## src/rtl/rx_desc_dma_pkg.sv

```systemverilog
package rx_desc_dma_pkg;

  typedef enum logic [2:0] {
    S_IDLE,
    S_RD,
    S_REF,
    S_ADV,
    S_BLK,
    S_FRAG,
    S_DWR
  } rxd_state_e;

  localparam int OWN_B      = 31;
  localparam int MORE_B     = 30;
  localparam int OK_B       = 27;
  localparam int OVR_B      = 25;
  localparam int SIZE_W     = 12;
  localparam int DESC_BYTES = 12;
  localparam int LINK_BYTES = 4;
  localparam int CMD_OFS    = 4;

  function automatic logic [31:0] make_status(input logic more, input logic ok,
                                              input logic ovr,
                                              input logic [SIZE_W-1:0] size);
    logic [31:0] w;
    w = '0;
    w[OWN_B]  = 1'b1;
    w[MORE_B] = more;
    w[OK_B]   = ok;
    w[OVR_B]  = ovr;
    w[SIZE_W-1:0] = size;
    return w;
  endfunction

endpackage

```

## src/rtl/rxd_len_calc.sv

```systemverilog
module rxd_len_calc #(
  parameter int LW        = 12,
  parameter int MAX_BURST = 32
) (
  input  logic [LW-1:0] avail,
  input  logic [LW-1:0] room,
  output logic [LW-1:0] len
);
  localparam logic [LW-1:0] CAP = LW'(MAX_BURST);
  logic [LW-1:0] m;

  always_comb begin
    m   = (avail < room) ? avail : room;
    len = (m < CAP) ? m : CAP;
  end
endmodule

```

## src/rtl/rxd_burst_port.sv

```systemverilog
module rxd_burst_port #(
  parameter int AW = 32,
  parameter int LW = 12
) (
  input  logic          clk,
  input  logic          rst_n,
  input  logic          start,
  input  logic [AW-1:0] s_addr,
  input  logic [LW-1:0] s_len,
  input  logic          s_we,
  input  logic          s_desc,
  input  logic [31:0]   s_wdata,
  input  logic          done,
  output logic          req,
  output logic [AW-1:0] addr,
  output logic [LW-1:0] len,
  output logic          we,
  output logic          desc,
  output logic [31:0]   wdata
);
  always_ff @(posedge clk or negedge rst_n) begin
    if (!rst_n) begin
      req   <= 1'b0;
      addr  <= '0;
      len   <= '0;
      we    <= 1'b0;
      desc  <= 1'b0;
      wdata <= '0;
    end else if (start && !req) begin
      req   <= 1'b1;
      addr  <= s_addr;
      len   <= s_len;
      we    <= s_we;
      desc  <= s_desc;
      wdata <= s_wdata;
    end else if (done) begin
      req <= 1'b0;
    end
  end
endmodule

```

## src/rtl/rx_desc_dma.sv

```systemverilog
module rx_desc_dma
  import rx_desc_dma_pkg::*;
#(
  parameter int AW        = 32,
  parameter int LW        = 12,
  parameter int THR_W     = 5,
  parameter int MAX_BURST = 32
) (
  input  logic             clk,
  input  logic             rst_n,
  input  logic             rx_en,
  input  logic             ptr_wr,
  input  logic [AW-1:0]    ptr_in,
  input  logic [THR_W-1:0] drain_thr,
  input  logic [LW-1:0]    fifo_bytes,
  input  logic             fifo_eof,
  input  logic             fifo_ovr,
  output logic             bus_req,
  output logic             bus_we,
  output logic             bus_desc,
  output logic [AW-1:0]    bus_addr,
  output logic [LW-1:0]    bus_len,
  output logic [31:0]      bus_wdata,
  input  logic             bus_done,
  input  logic [AW-1:0]    rd_link,
  input  logic [31:0]      rd_cmdsts,
  input  logic [AW-1:0]    rd_bufptr,
  output logic [AW-1:0]    cur_ptr,
  output logic             rx_idle_irq
);
  localparam logic [LW-1:0] DLEN = LW'(DESC_BYTES);
  localparam logic [LW-1:0] LLEN = LW'(LINK_BYTES);
  localparam logic [AW-1:0] COFS = AW'(CMD_OFS);

  rxd_state_e    st, st_n;
  logic          done_q;
  logic [AW-1:0] link_q, buf_base;
  logic [LW-1:0] buf_left, frag_cnt, frag_len, thr_bytes;
  logic [31:0]   stat_q;
  logic          go, g_we, g_desc, end_frm, spill, fin;
  logic [AW-1:0] g_addr;
  logic [LW-1:0] g_len;
  logic          unused_cmd;

  assign unused_cmd = ^rd_cmdsts[30:SIZE_W];
  assign thr_bytes  = LW'({drain_thr, 3'b000});
  assign fin        = bus_req && bus_done;

  rxd_len_calc #(.LW(LW), .MAX_BURST(MAX_BURST)) u_len (
    .avail (fifo_bytes),
    .room  (buf_left),
    .len   (frag_len)
  );

  rxd_burst_port #(.AW(AW), .LW(LW)) u_port (
    .clk    (clk),
    .rst_n  (rst_n),
    .start  (go),
    .s_addr (g_addr),
    .s_len  (g_len),
    .s_we   (g_we),
    .s_desc (g_desc),
    .s_wdata(stat_q),
    .done   (bus_done),
    .req    (bus_req),
    .addr   (bus_addr),
    .len    (bus_len),
    .we     (bus_we),
    .desc   (bus_desc),
    .wdata  (bus_wdata)
  );

  always_comb begin
    st_n    = st;
    go      = 1'b0;
    g_addr  = cur_ptr;
    g_len   = '0;
    g_we    = 1'b0;
    g_desc  = 1'b1;
    end_frm = 1'b0;
    spill   = 1'b0;
    unique case (st)
      S_IDLE: if (rx_en && !ptr_wr) st_n = done_q ? S_REF : S_RD;
      S_RD: begin
        if (!bus_req) begin
          go = 1'b1; g_len = DLEN;
        end else if (bus_done) begin
          st_n = rd_cmdsts[OWN_B] ? S_IDLE : S_BLK;
        end
      end
      S_REF: begin
        if (!bus_req) begin
          go = 1'b1; g_len = LLEN;
        end else if (bus_done) begin
          st_n = S_ADV;
        end
      end
      S_ADV: st_n = (link_q == '0) ? S_IDLE : S_RD;
      S_BLK: begin
        if ((fifo_bytes != '0 && fifo_bytes >= thr_bytes) || fifo_eof) st_n = S_FRAG;
      end
      S_FRAG: begin
        if (!bus_req) begin
          if (fifo_eof && fifo_bytes == '0) begin
            end_frm = 1'b1; st_n = S_DWR;
          end else if (buf_left == '0) begin
            spill = 1'b1; st_n = S_DWR;
          end else if (fifo_bytes == '0) begin
            st_n = S_BLK;
          end else begin
            go = 1'b1; g_addr = buf_base + AW'(frag_cnt); g_len = frag_len;
            g_we = 1'b1; g_desc = 1'b0;
          end
        end
      end
      S_DWR: begin
        if (!bus_req) begin
          go = 1'b1; g_addr = cur_ptr + COFS; g_len = LLEN; g_we = 1'b1;
        end else if (bus_done) begin
          st_n = S_ADV;
        end
      end
      default: st_n = S_IDLE;
    endcase
  end

  always_ff @(posedge clk or negedge rst_n) begin
    if (!rst_n) begin
      st          <= S_IDLE;
      rx_idle_irq <= 1'b0;
      cur_ptr     <= '0;
      done_q      <= 1'b0;
      link_q      <= '0;
      buf_base    <= '0;
      buf_left    <= '0;
      frag_cnt    <= '0;
      stat_q      <= '0;
    end else begin
      st          <= st_n;
      rx_idle_irq <= (st_n == S_IDLE) && (st != S_IDLE);
      if (st == S_IDLE && ptr_wr) begin
        cur_ptr <= ptr_in;
        done_q  <= 1'b0;
      end
      if (st == S_RD && fin) begin
        link_q   <= rd_link;
        buf_base <= rd_bufptr;
        buf_left <= LW'(rd_cmdsts[SIZE_W-1:0]);
        frag_cnt <= '0;
      end
      if (st == S_REF && fin) link_q <= rd_link;
      if (st == S_FRAG && fin) begin
        buf_left <= buf_left - bus_len;
        frag_cnt <= frag_cnt + bus_len;
      end
      if (end_frm || spill)
        stat_q <= make_status(spill, end_frm && !fifo_ovr, end_frm && fifo_ovr,
                              frag_cnt[SIZE_W-1:0]);
      if (st == S_DWR && fin) done_q <= 1'b1;
      if (st == S_ADV && link_q != '0) begin
        cur_ptr <= link_q;
        done_q  <= 1'b0;
      end
    end
  end
endmodule

```

## config.mk

```make
export PLATFORM = sky130hd
export DESIGN_NAME = rx_desc_dma
export DESIGN_NICKNAME = d
export VERILOG_FILES = /design/src/rtl/rx_desc_dma_pkg.sv /design/src/rtl/rxd_len_calc.sv /design/src/rtl/rxd_burst_port.sv /design/src/rtl/rx_desc_dma.sv
export SDC_FILE = /design/constraint.sdc
export NUM_CORES = 1
export LEC_CHECK = 0
export ABC_AREA = 0
export BUFFER_PORTS_ARGS = -buffer_cell sky130_fd_sc_hd__buf_2
export CORE_MARGIN = 4
export CORE_UTILIZATION = 37
export DETAILED_ROUTE_END_ITERATION = 12
export SETUP_SLACK_MARGIN = 0.5
export SLEW_MARGIN = 25
export SYNTH_ARGS = -nofsm -noshare
export SYNTH_HDL_FRONTEND = slang
export SYNTH_HIERARCHICAL = 1
export SYNTH_SLANG_ARGS = --single-unit
export TNS_END_PERCENT = 20
```

## constraint.sdc

```tcl
create_clock -name clk -period 3.7 [get_ports clk]
set_clock_uncertainty 0.05 [all_clocks]
set_input_delay 0.74 -clock clk [delete_from_list [all_inputs] [get_ports clk]]
set_output_delay 0.74 -clock clk [all_outputs]
set_load 0.02 [all_outputs]
```

==> results of run 1 <==
==> layer usage <==
layer / GRT usage, % / part of all wire, % / vias up
li1: - / - / 4829
met1: 25.7 / 43 / 4862
met2: 31.9 / 47 / 265
met3: 4.25 / 6.1 / 73
met4: 5.69 / 3.2 / 10
met5: 0 / 0.15 / -
==> through the flow <==
| stage | total power [W] | utilization, % | area [sq um] |
|---|---|---|---|
| 2_1_floorplan | 0.00780 | - | 12500 |
| 4_1_cts | 0.0125 | 46.1 | 15200 |
| 3_3_place_gp | 0.00941 | 43.2 | 14200 |
| 3_5_place_dp | 0.00953 | 43.2 | 14200 |
| 6_report | 0.0123 | 46.2 | 15200 |
| 5_1_grt | 0.0132 | 46.2 | 15200 |
==> power by group through the flow <==
stage / Sequential, W / Combinational, W / Clock [W]
after CTS: 0.00427 / 0.00526 / 0.00294
after global placement: 0.00427 / 0.00514 / 0
after global routing: 0.00439 / 0.00576 / 0.00306
after detailed placement: 0.00430 / 0.00522 / 0
final: 0.00426 / 0.00520 / 0.00287
after floorplan: 0.00441 / 0.00339 / 0
==> worst reg2reg max path: stages, from the launching register on <==
cell	delay [ns]
dfrtp_1	0.42
ha_1	0.24
fa_1	0.44
a211oi_1	0.25
nor2_1	0.12
o22ai_1	0.29
o21a_2	0.33
nor3_1	0.11
xnor2_1	0.24
o221ai_1	0.14
mux2_2	0.28
==> layout by cell type, fill, tap and decap left out, types with 5 or more instances in the layout <==
cell       Yosys  routed
xnor2_1       30      30
or3_1          6       6
a31oi_1       13      13
xor2_1        13      13
nor3b_1        9       9
nand2b_1       7       7
a21o_1        12      12
conb_1         2      22
inv_1         41      41
nor2_1        55      53
mux2_2       127     127
nand3_1       26      26
nand4_1       11      11
a211oi_1      13      13
nor2b_1        7       6
nand2_1      140     140
buf_2         20     243
o21ai_0       64      64
nor3_1        22      20
ha_1          51      51
mux2_4        26      26
and3_1        10      10
buf_4         12      19
o22ai_1       15      15
mux2i_1       11      11
clkbuf_16      0      27
dfrtp_1      220     220
nor4_1        18      18
a22oi_1       34      34
and2_1        14      14
o21a_1        14      13
o211ai_1       9       9
bufinv_16      0       5
a21oi_1       51      51
clkbuf_8       0       8
==> logic make-up after synthesis <==
| logic type | count (synthesis) | share of synthesized area [%] |
|---|---|---|
| xor+xnor | 43 | 3.03 |
| fa+ha+maj | 54 | 5.62 |
| compound gates | 263 | 13.7 |
| simple gates | 345 | 13.6 |
| buf+inv | 104 | 4.07 |
| flops | 220 | 44.3 |
| mux | 164 | 15.5 |
| other cells | 2 | 0.0604 |
==> area by class of cell <==
type / count / area (sq um) / share of cell area, %
multi-input cells: 891 / 6510 / 42.9
flip-flops and latches: 220 / 5510 / 36.2
repair buffers: 268 / 1480 / 9.75
clock buffers: 38 / 797 / 5.24
well taps: 442 / 553 / 3.64
clock inverters: 10 / 178 / 1.17
inverters: 43 / 161 / 1.06
diodes: 3 / 7.51 / 0.0494
==> state kept, by name, summed over array words and instances (netlist names) <==
signal	cells
cur_ptr	32
done_q	1
frag_cnt	12
u_port/len	12
u_port/req	1
stat_q	16
u_port/we	1
u_port/addr	32
u_port/wdata	32
rx_idle_irq	1
st	3
link_q	32
buf_base	32
buf_left	12
u_port/desc	1
==> final timing paths <==
kind,from,endpoint,slack [ns]
min reg2reg,stat_q[31],stat_q[31],0.42
max in group asynchronous,rst_n,u_port/addr[28],2.59
min,rst_n,link_q[17],0.009
min in group clk,rd_bufptr[28],buf_base[28],0.36
max,frag_cnt[0],u_port/addr[30],0.71
max reg2reg,frag_cnt[0],u_port/addr[30],0.71
==> flow_metrics.py, run 1 <==
metrics = {
    "synthesis": {
        "ys_seq_area_share_pct": 44.3,
        "syn_area_sq_um": 12400,
        "synth_edf_count": 0,
        "ys.flop_type": "dfrtp_1",
        "synth_top_cell_by_area": "dfrtp_1",
        "synth_common_cells": "220 x dfrtp_1, 140 x nand2_1, 127 x mux2_2",
        "synth_cell_type_count": 74,
        "syn_avg_cell_area_sq_um": 10.4,
        "yosysTopAreaCellShare_pct": 44.3,
        "synth.most_common_cell": "dfrtp_1",
        "ys_ff_latch": 220,
        "yosysWarnings": 6,
        "ys_top_cells_by_area": "dfrtp_1 44%, mux2_2 12%, ha_1 5.1%",
        "postSynth.asyncResetShare_pct": 100,
        "synthCells": 1195,
    },
    "drt": {
        "drtPass1Iterations": 5,
        "ant_nets": 0,
        "drc": 0,
        "dr.first_iter.drc_count": 452,
        "wl_mm": 36.5,
        "vias_per_cell": 5.24,
        "routedWlPerCell_um": 19.0,
        "dr_total_vias": 10039,
    },
    "timing": {
        "fmax_ghz": 0.335,
        "maxSlewHeadroom_pct": 39.8,
        "worst_slew_pin_slew_ns": 0.895,
        "hold_violations": 0,
        "setup_viol": 0,
        "rsz0062_at_grt": "true",
        "slew_violations": 0,
        "setup_tns_ns": 0,
        "setup_slack_ns": 0.712,
        "period_share_pct": 80.8,
        "period_needed_ns": 2.99,
        "holdWs_ns": 0.00895,
    },
    "grt": {
        "grt_pass1_vias": 9938,
        "grt_pass1_wl_mm": 56.4,
        "antenna_found_initial": 7,
        "grt_overflow_total": 0,
        "grt_max_degree": 118,
        "globalRouteTotalUtil_pct": 19.4,
    },
    "clock_tree": {
        "cts.path.max_buffers": 3,
        "ctsHoldBuffers": 0,
        "cts_buffers": 26,
        "clkTransAtPathRegs_ns": 0.06,
        "cts_tree": "built",
        "clkSinkCount": 220,
        "worstSkewPairLatency_ns": 0.54,
        "cts_resized": 0,
        "root_buffer": "clkbuf_16",
        "h-tree-depth": 1,
        "post-cts-setup-buffers": 0,
    },
    "worst_setup_path": {
        "slowest_stage": "fa_1",
        "end_kind": "flip-flop",
        "critical-path-top-delay-family": "compound AO/OA/AOI/OAI gates",
        "path_class": "flip-flop to flip-flop",
        "slowest_delay_ns": 0.44,
        "worstPathArrival_ns": 3.36,
        "reg2reg_depth": 10,
        "cp-start-kind": "flip-flop",
        "worstPathRequired_ns": 4.08,
        "cp_cell_sequence": "ha_1 -> fa_1 -> a211oi_1 -> nor2_1 -> o22ai_1 -> o21a_2 -> nor3_1 -> xnor2_1 -> o221ai_1 -> mux2_2",
        "path_depth": 10,
        "crit_buf_inv": 0,
        "cp_max_fo": 8,
    },
    "floorplan": {
        "die_x_um": 191,
        "initial_core_util_pct": 37.8,
        "rows": 66,
        "pin_count": 264,
        "dieArea_sq_um": 36600,
        "core_area_sq_um": 32900,
        "chipHeight_um": 191,
    },
    "place": {
        "dp_slack_ns": 0.460,
        "io_buffer_count": 244,
        "gp_congestion": 0.858,
        "place_inst": 1863,
        "dpl.hpwl_mm": 27.2,
    },
    "pwr": {
        "power_frac_clock_pct": 23.3,
        "combinationalPowerShare_pct": 42.2,
        "ir_drop_v": 0.000525,
        "power_frac_seq_pct": 34.5,
        "p_sw_w": 0.00488,
        "swShare_pct": 39.6,
        "p_leak_nw": 7.33,
        "p_int_w": 0.00745,
        "power_density_nw_per_um2": 811,
    },
    "layout": {
        "fin_nets": 1656,
        "n_fill_cell": 3239,
        "area_growth_syn_to_layout_pct": 22.3,
        "final_cells": 1915,
        "drive_above_1_share_pct": 33.4,
    },
    "status": {
        "status": "complete, no violations",
    },
    "job": {
        "max_cap_viol_count": 0,
    },
    "worst_hold_path": {
        "hp-class": "input port to asynchronous set/reset pin",
    },
}
Power figures use the tool's default switching activity.
==> run 2: changes to the inputs <==
==> constraint.sdc (replaced) <==
create_clock -name clk -period 2.6 [get_ports clk]
set_clock_uncertainty 0.05 [all_clocks]
set_input_delay 0.52 -clock clk [delete_from_list [all_inputs] [get_ports clk]]
set_output_delay 0.52 -clock clk [all_outputs]
set_load 0.02 [all_outputs]
==> run 2 against run 1 <==
Compared with the run above: the run now ends with setup timing left; clock-buffer cell count unchanged; non-clock buffer count grew 127; critical path depth up 3; clock power grew 26%; design area rose by 14%; routed wire length increased by 6.6%; combinational power rose by 100%; critical path type unchanged.
==> flow_metrics.py, run 2 (synthesized netlist as in run 1, its figures left out) <==
metrics = {
    "timing": {
        "fmax_ghz": 0.381,
        "period_needed_ns": 2.62,
        "rsz0062_at_grt": "true",
        "setup_viol": 5,
        "hold_violations": 0,
        "setup_slack_ns": -0.0215,
        "slew_violations": 0,
        "worst_slew_pin_slew_ns": 0.552,
        "period_share_pct": 101,
        "setup_tns_ns": -0.0343,
        "maxSlewHeadroom_pct": 63.1,
    },
    "worst_setup_path": {
        "r2r_end": "u_port/addr[27]",
        "slowest_delay_ns": 0.42,
        "path_class": "flip-flop to flip-flop",
        "r2r_start": "buf_left[8]",
        "r2r_slack_ns": -0.02,
        "slowest_stage": "dfrtp_2",
        "cp-start-kind": "flip-flop",
        "cp_cell_sequence": "buf_6 -> buf_6 -> nor4_4 -> nand3_2 -> o21ai_4 -> nand2_2 -> a21oi_4 -> nor2_4 -> nor2b_4 -> buf_6 -> buf_12 -> buf_6 -> mux2_4",
        "crit_path_frequent_cell": "buf_6",
        "setup.worst_path.start": "buf_left[8]",
        "end_kind": "flip-flop",
        "worstPathRequired_ns": 2.96,
        "reg2reg_depth": 13,
        "cp_max_fo": 8,
        "worstPathArrival_ns": 2.98,
        "critical_path.endpoint": "u_port/addr[27]",
    },
    "floorplan": {
        "core_area_sq_um": 32900,
        "chipHeight_um": 191,
        "dieArea_sq_um": 36600,
        "initial_core_util_pct": 37.8,
        "rows": 66,
        "die_x_um": 191,
        "pin_count": 264,
    },
    "drt": {
        "drtPass1Iterations": 5,
        "drc": 0,
        "dr_total_vias": 10660,
        "dr.first_iter.drc_count": 523,
        "wl_mm": 38.9,
        "highest_layer": "met4",
        "dr_wl_met2_mm": 17.8,
        "wl_met1_mm": 18.0,
        "met3_wirelength_mm": 2.30,
        "ant_nets": 0,
        "vias_per_cell": 5.23,
        "routedWlPerCell_um": 19.1,
    },
    "worst_hold_path": {
        "whs_path_depth": 2,
        "worstHoldStart": "fifo_ovr",
        "hp-class": "input port to flip-flop",
    },
    "clock_tree": {
        "h-tree-depth": 1,
        "cts_buffers": 26,
        "root_buffer": "clkbuf_16",
        "clkSinkCount": 220,
        "worstSkewPairLatency_ns": 0.53,
        "clkTransAtPathRegs_ns": 0.06,
        "cts.path.max_buffers": 3,
        "cts_tree": "built",
    },
    "pwr": {
        "ir_drop_v": 0.000536,
        "power_density_nw_per_um2": 1160,
        "p_leak_nw": 8.23,
    },
    "layout": {
        "layout.cells.most_common_list": "243 x buf_2, 212 x dfrtp_1, 137 x nand2_1, 110 x buf_4, 87 x mux2_4",
        "drive_above_1_share_pct": 45.7,
        "fin_nets": 1784,
        "postLayoutCoreUtil_pct": 52.5,
        "n_fill_cell": 2977,
        "layout_commonest_cell": "buf_2",
        "area_growth_syn_to_layout_pct": 38.9,
    },
    "grt": {
        "globalRouteTotalUtil_pct": 20.6,
        "grt_pass1_wl_mm": 60.3,
        "antenna_found_initial": 1,
        "grt_pass1_vias": 10730,
        "grt_max_degree": 58,
        "grt_overflow_total": 0,
    },
    "status": {
        "status": "complete, but fails checks",
        "violations": "setup timing",
    },
    "place": {
        "gp_congestion": 0.860,
        "dp_slack_ns": -0.216,
        "dpl.hpwl_mm": 28.4,
        "io_buffer_count": 244,
    },
    "job": {
        "max_cap_viol_count": 0,
    },
}
==> run 2: changes by cell type in the layout (fill, tap and decap cells not counted), sizes merged <==
cell         change
clkinv           +1
diode            -2
inv              +1
nor2b            +1
bufinv           -4
buf            +124
dlygate4sd3      +1
clkinvlp         -1
clkbuf           +2
==> run 2: critical path, delay by kind of cell (launching register included) <==
kind	cells	cell delay, ns
and+or+nand+nor	5	0.79
AOI/OAI and AO/OA	2	0.30
buffers and inverters	5	0.67
muxes	1	0.29
DFF	1	0.42
==> run 2: cell type report <==
cell class / count / area (sq um) / share of cell area (%)
diodes: 1 / 2.50 / 0.0145
clock buffers: 38 / 787 / 4.56
clock inverters: 7 / 63.8 / 0.370
inverters: 43 / 161 / 0.936
multi-input cells: 892 / 7470 / 43.3
flip-flops and latches: 220 / 5520 / 32.0
well taps: 442 / 553 / 3.21
repair buffers: 395 / 2700 / 15.7
==> run 2: timing repair <==
| item | 4_1_cts | 5_1_grt |
|---|---|---|
| setup endpoints to repair | 129 | 191 |
| hold endpoints to repair | 46 | 0 |
| setup buffers | 18 | 14 |
| pin swaps | 53 | 51 |
| gates cloned | 3 | 2 |
| hold buffers | 1 | 0 |
| resized for setup | 170 | 79 |
==> run 2: stage by stage <==
stage / total power, W / instances / cell area, sq um / hold WS [ns]
after floorplan: 0.0111 / 1215 / 12600 / 0.174
after global placement: 0.0142 / 1954 / 15000 / 0.409
after detailed placement: 0.0143 / 1954 / 15000 / 0.415
after CTS: 0.0194 / 2021 / 16800 / 0.122
after global routing: 0.0213 / 2038 / 17300 / 0.142
final: 0.0200 / 2038 / 17300 / 0.154
==> run 2: where the power goes <==
group          internal (W)  total [W]  switching [W]
sequential          0.00465    0.00588        0.00123
clock               0.00218    0.00361        0.00143
combinational       0.00520     0.0106        0.00536
==> run 2: routing by layer <==
layer  vias up  GRT usage [%]
met5         -              0
met1      5177           29.8
met3        48           3.73
li1       5090              -
met2       345           32.4
met4         0           4.25
==> run 2: how the worst min path moves through the flow <==
| stage | end |
|---|---|
| 6_report | stat_q[27] |
| 5_1_grt | stat_q[27] |
| 4_1_cts | stat_q[27] |
| 3_5_place_dp | link_q[7] |
| 3_3_place_gp | rx_idle_irq |
| 2_1_floorplan | buf_base[0] |
==> run 3: changes to the inputs <==
==> constraint.sdc (replaced) <==
create_clock -name clk -period 2.6 [get_ports clk]
set_clock_uncertainty 0.05 [all_clocks]
set_input_delay 0.26 -clock clk [delete_from_list [all_inputs] [get_ports clk]]
set_output_delay 0.26 -clock clk [all_outputs]
set_load 0.02 [all_outputs]
==> run 3 against run 2 <==
Compared with the run above: the run still ends with setup timing left; utilization increased by 2.1 points; largest cell class unchanged; first-iteration DRC count is 7.3% higher; sequential cell count unchanged; die area did not move; critical path type unchanged; worst hold slack lost 0.12 ns; critical endpoint is now u_port/addr[20].
==> flow_metrics.py, run 3 (synthesized netlist as in run 1, its figures left out) <==
metrics = {
    "status": {
        "status": "complete, but fails checks",
        "violations": "setup timing",
    },
    "timing": {
        "worst_slew_pin_slew_ns": 0.553,
        "hold_violations": 0,
        "setup_viol": 1,
        "rsz0062_at_grt": "true",
        "maxSlewHeadroom_pct": 63.2,
        "setup_slack_ns": -0.00968,
        "slew_violations": 0,
        "period_needed_ns": 2.61,
        "period_share_pct": 100,
        "setup_tns_ns": -0.00968,
        "fmax_ghz": 0.383,
    },
    "floorplan": {
        "core_area_sq_um": 32900,
        "chipHeight_um": 191,
        "dieArea_sq_um": 36600,
        "die_x_um": 191,
        "initial_core_util_pct": 37.8,
        "rows": 66,
        "pin_count": 264,
    },
    "grt": {
        "antenna_found_initial": 2,
        "grt_pass1_wl_mm": 60.7,
        "globalRouteTotalUtil_pct": 20.7,
        "grt_overflow_total": 0,
        "grt_pass1_vias": 10897,
        "grt_max_degree": 67,
    },
    "worst_setup_path": {
        "cp-start-kind": "flip-flop",
        "worstPathRequired_ns": 2.98,
        "cp_max_fo": 5,
        "end_kind": "flip-flop",
        "path_class": "flip-flop to flip-flop",
        "worstPathArrival_ns": 2.99,
    },
    "clock_tree": {
        "worstSkewPairLatency_ns": 0.54,
        "h-tree-depth": 1,
        "clkTransAtPathRegs_ns": 0.06,
        "cts_tree": "built",
        "clkSinkCount": 220,
        "cts_buffers": 26,
        "cts.path.max_buffers": 3,
        "root_buffer": "clkbuf_16",
    },
    "pwr": {
        "p_int_w": 0.0117,
        "p_sw_w": 0.00792,
        "p_leak_nw": 8.55,
        "swShare_pct": 40.4,
        "combinationalPowerShare_pct": 51.6,
        "power_density_nw_per_um2": 1090,
        "power_frac_seq_pct": 30.3,
        "ir_drop_v": 0.000569,
        "power_frac_clock_pct": 18.2,
        "total_power_w": 0.0196,
    },
    "layout": {
        "area_growth_syn_to_layout_pct": 44.5,
        "layout.cells.most_common_list": "243 x buf_2, 213 x dfrtp_1, 138 x nand2_1, 107 x dlygate4sd3_1, 83 x buf_4",
        "fin_nets": 1852,
        "drive_above_1_share_pct": 40.4,
        "layout_commonest_cell": "buf_2",
    },
    "drt": {
        "dr_total_vias": 10988,
        "wl_mm": 40.2,
        "drtPass1Iterations": 5,
        "dr.first_iter.drc_count": 561,
        "ant_nets": 0,
        "drc": 0,
        "routedWlPerCell_um": 19.1,
        "vias_per_cell": 5.21,
    },
    "place": {
        "gp_congestion": 0.895,
        "dpl.hpwl_mm": 27.7,
        "io_buffer_count": 244,
    },
    "job": {
        "max_cap_viol_count": 0,
    },
    "worst_hold_path": {
        "hp-class": "input port to flip-flop",
    },
}
## run 3: worst paths after layout
check                        startpoint               to  slack (ns)  cells after the start
max                         frag_cnt[0]  u_port/addr[20]       -0.01                     11
min                        rd_cmdsts[4]      buf_left[4]        0.03                      3
max reg2reg                 frag_cnt[0]  u_port/addr[20]       -0.01                     11
min reg2reg                  stat_q[31]       stat_q[31]        0.43                      1
max in group asynchronous         rst_n      frag_cnt[1]        1.48                      3
min in group asynchronous         rst_n      rx_idle_irq        0.20                      2
## run 3: layer usage
metal	part of all wire [%]	global-route usage (%)	wire length [um]
met1	45	28.7	18200
met2	46	34.0	18700
met3	5.3	3.07	2140
met4	2.9	5.77	1190
met5	0	0	0
## run 3: timing repair
action | 4_1_cts | 5_1_grt
pin swaps | 18 | 54
hold buffers | 106 | 1
resized for setup | 24 | 164
cloned | 3 | 3
endpoints found under the setup margin | 138 | 156
buffers inserted | 9 | 12
endpoints found under the hold margin | 166 | 1
## run 3: metrics by stage
| stage | utilization, % | cells | instance area (sq um) | setup WS [ns] | hold WS [ns] |
|---|---|---|---|---|---|
| after detailed placement | 45.2 | 1926 | 14800 | -0.180 | 0.190 |
| after CTS | 51.7 | 2091 | 17000 | 0.00441 | 0.00239 |
| after global routing | 54.6 | 2109 | 17900 | -0.0782 | 0.0785 |
| after floorplan | - | 1215 | 12600 | 0.212 | -0.0856 |
| after global placement | 45.2 | 1926 | 14800 | -0.192 | 0.198 |
| final | 54.6 | 2111 | 18000 | -0.00968 | 0.0331 |
## run 3: area by class of cell
class,count,area (sq um)
Fill cell,2880,14900
Multi-Input combinational cell,891,7420
Sequential cell,220,5510
Timing Repair Buffer,464,3460
Clock buffer,36,728
Tap cell,442,553
Inverter,43,161
Clock inverter,11,104
Antenna cell,4,10.0
## run 3: power by group through the flow
stage,Sequential (W),Combinational [W],Clock [W]
floorplan,0.00629,0.00491,0
global placement,0.00582,0.00817,0
detailed placement,0.00584,0.00832,0
CTS,0.00582,0.00885,0.00365
global route,0.00610,0.0110,0.00379
finish,0.00594,0.0101,0.00356
## run 3: worst max-delay path, stage by stage, from the launching register on
cell and delay (ns):
dfrtp_1 0.41, ha_4 0.17, fa_2 0.35, a211oi_2 0.25
nor2_2 0.08, o22ai_2 0.14, o21a_2 0.23, buf_12 0.15
nor3b_4 0.05, xnor2_2 0.23, o22ai_2 0.13, mux2_4 0.26
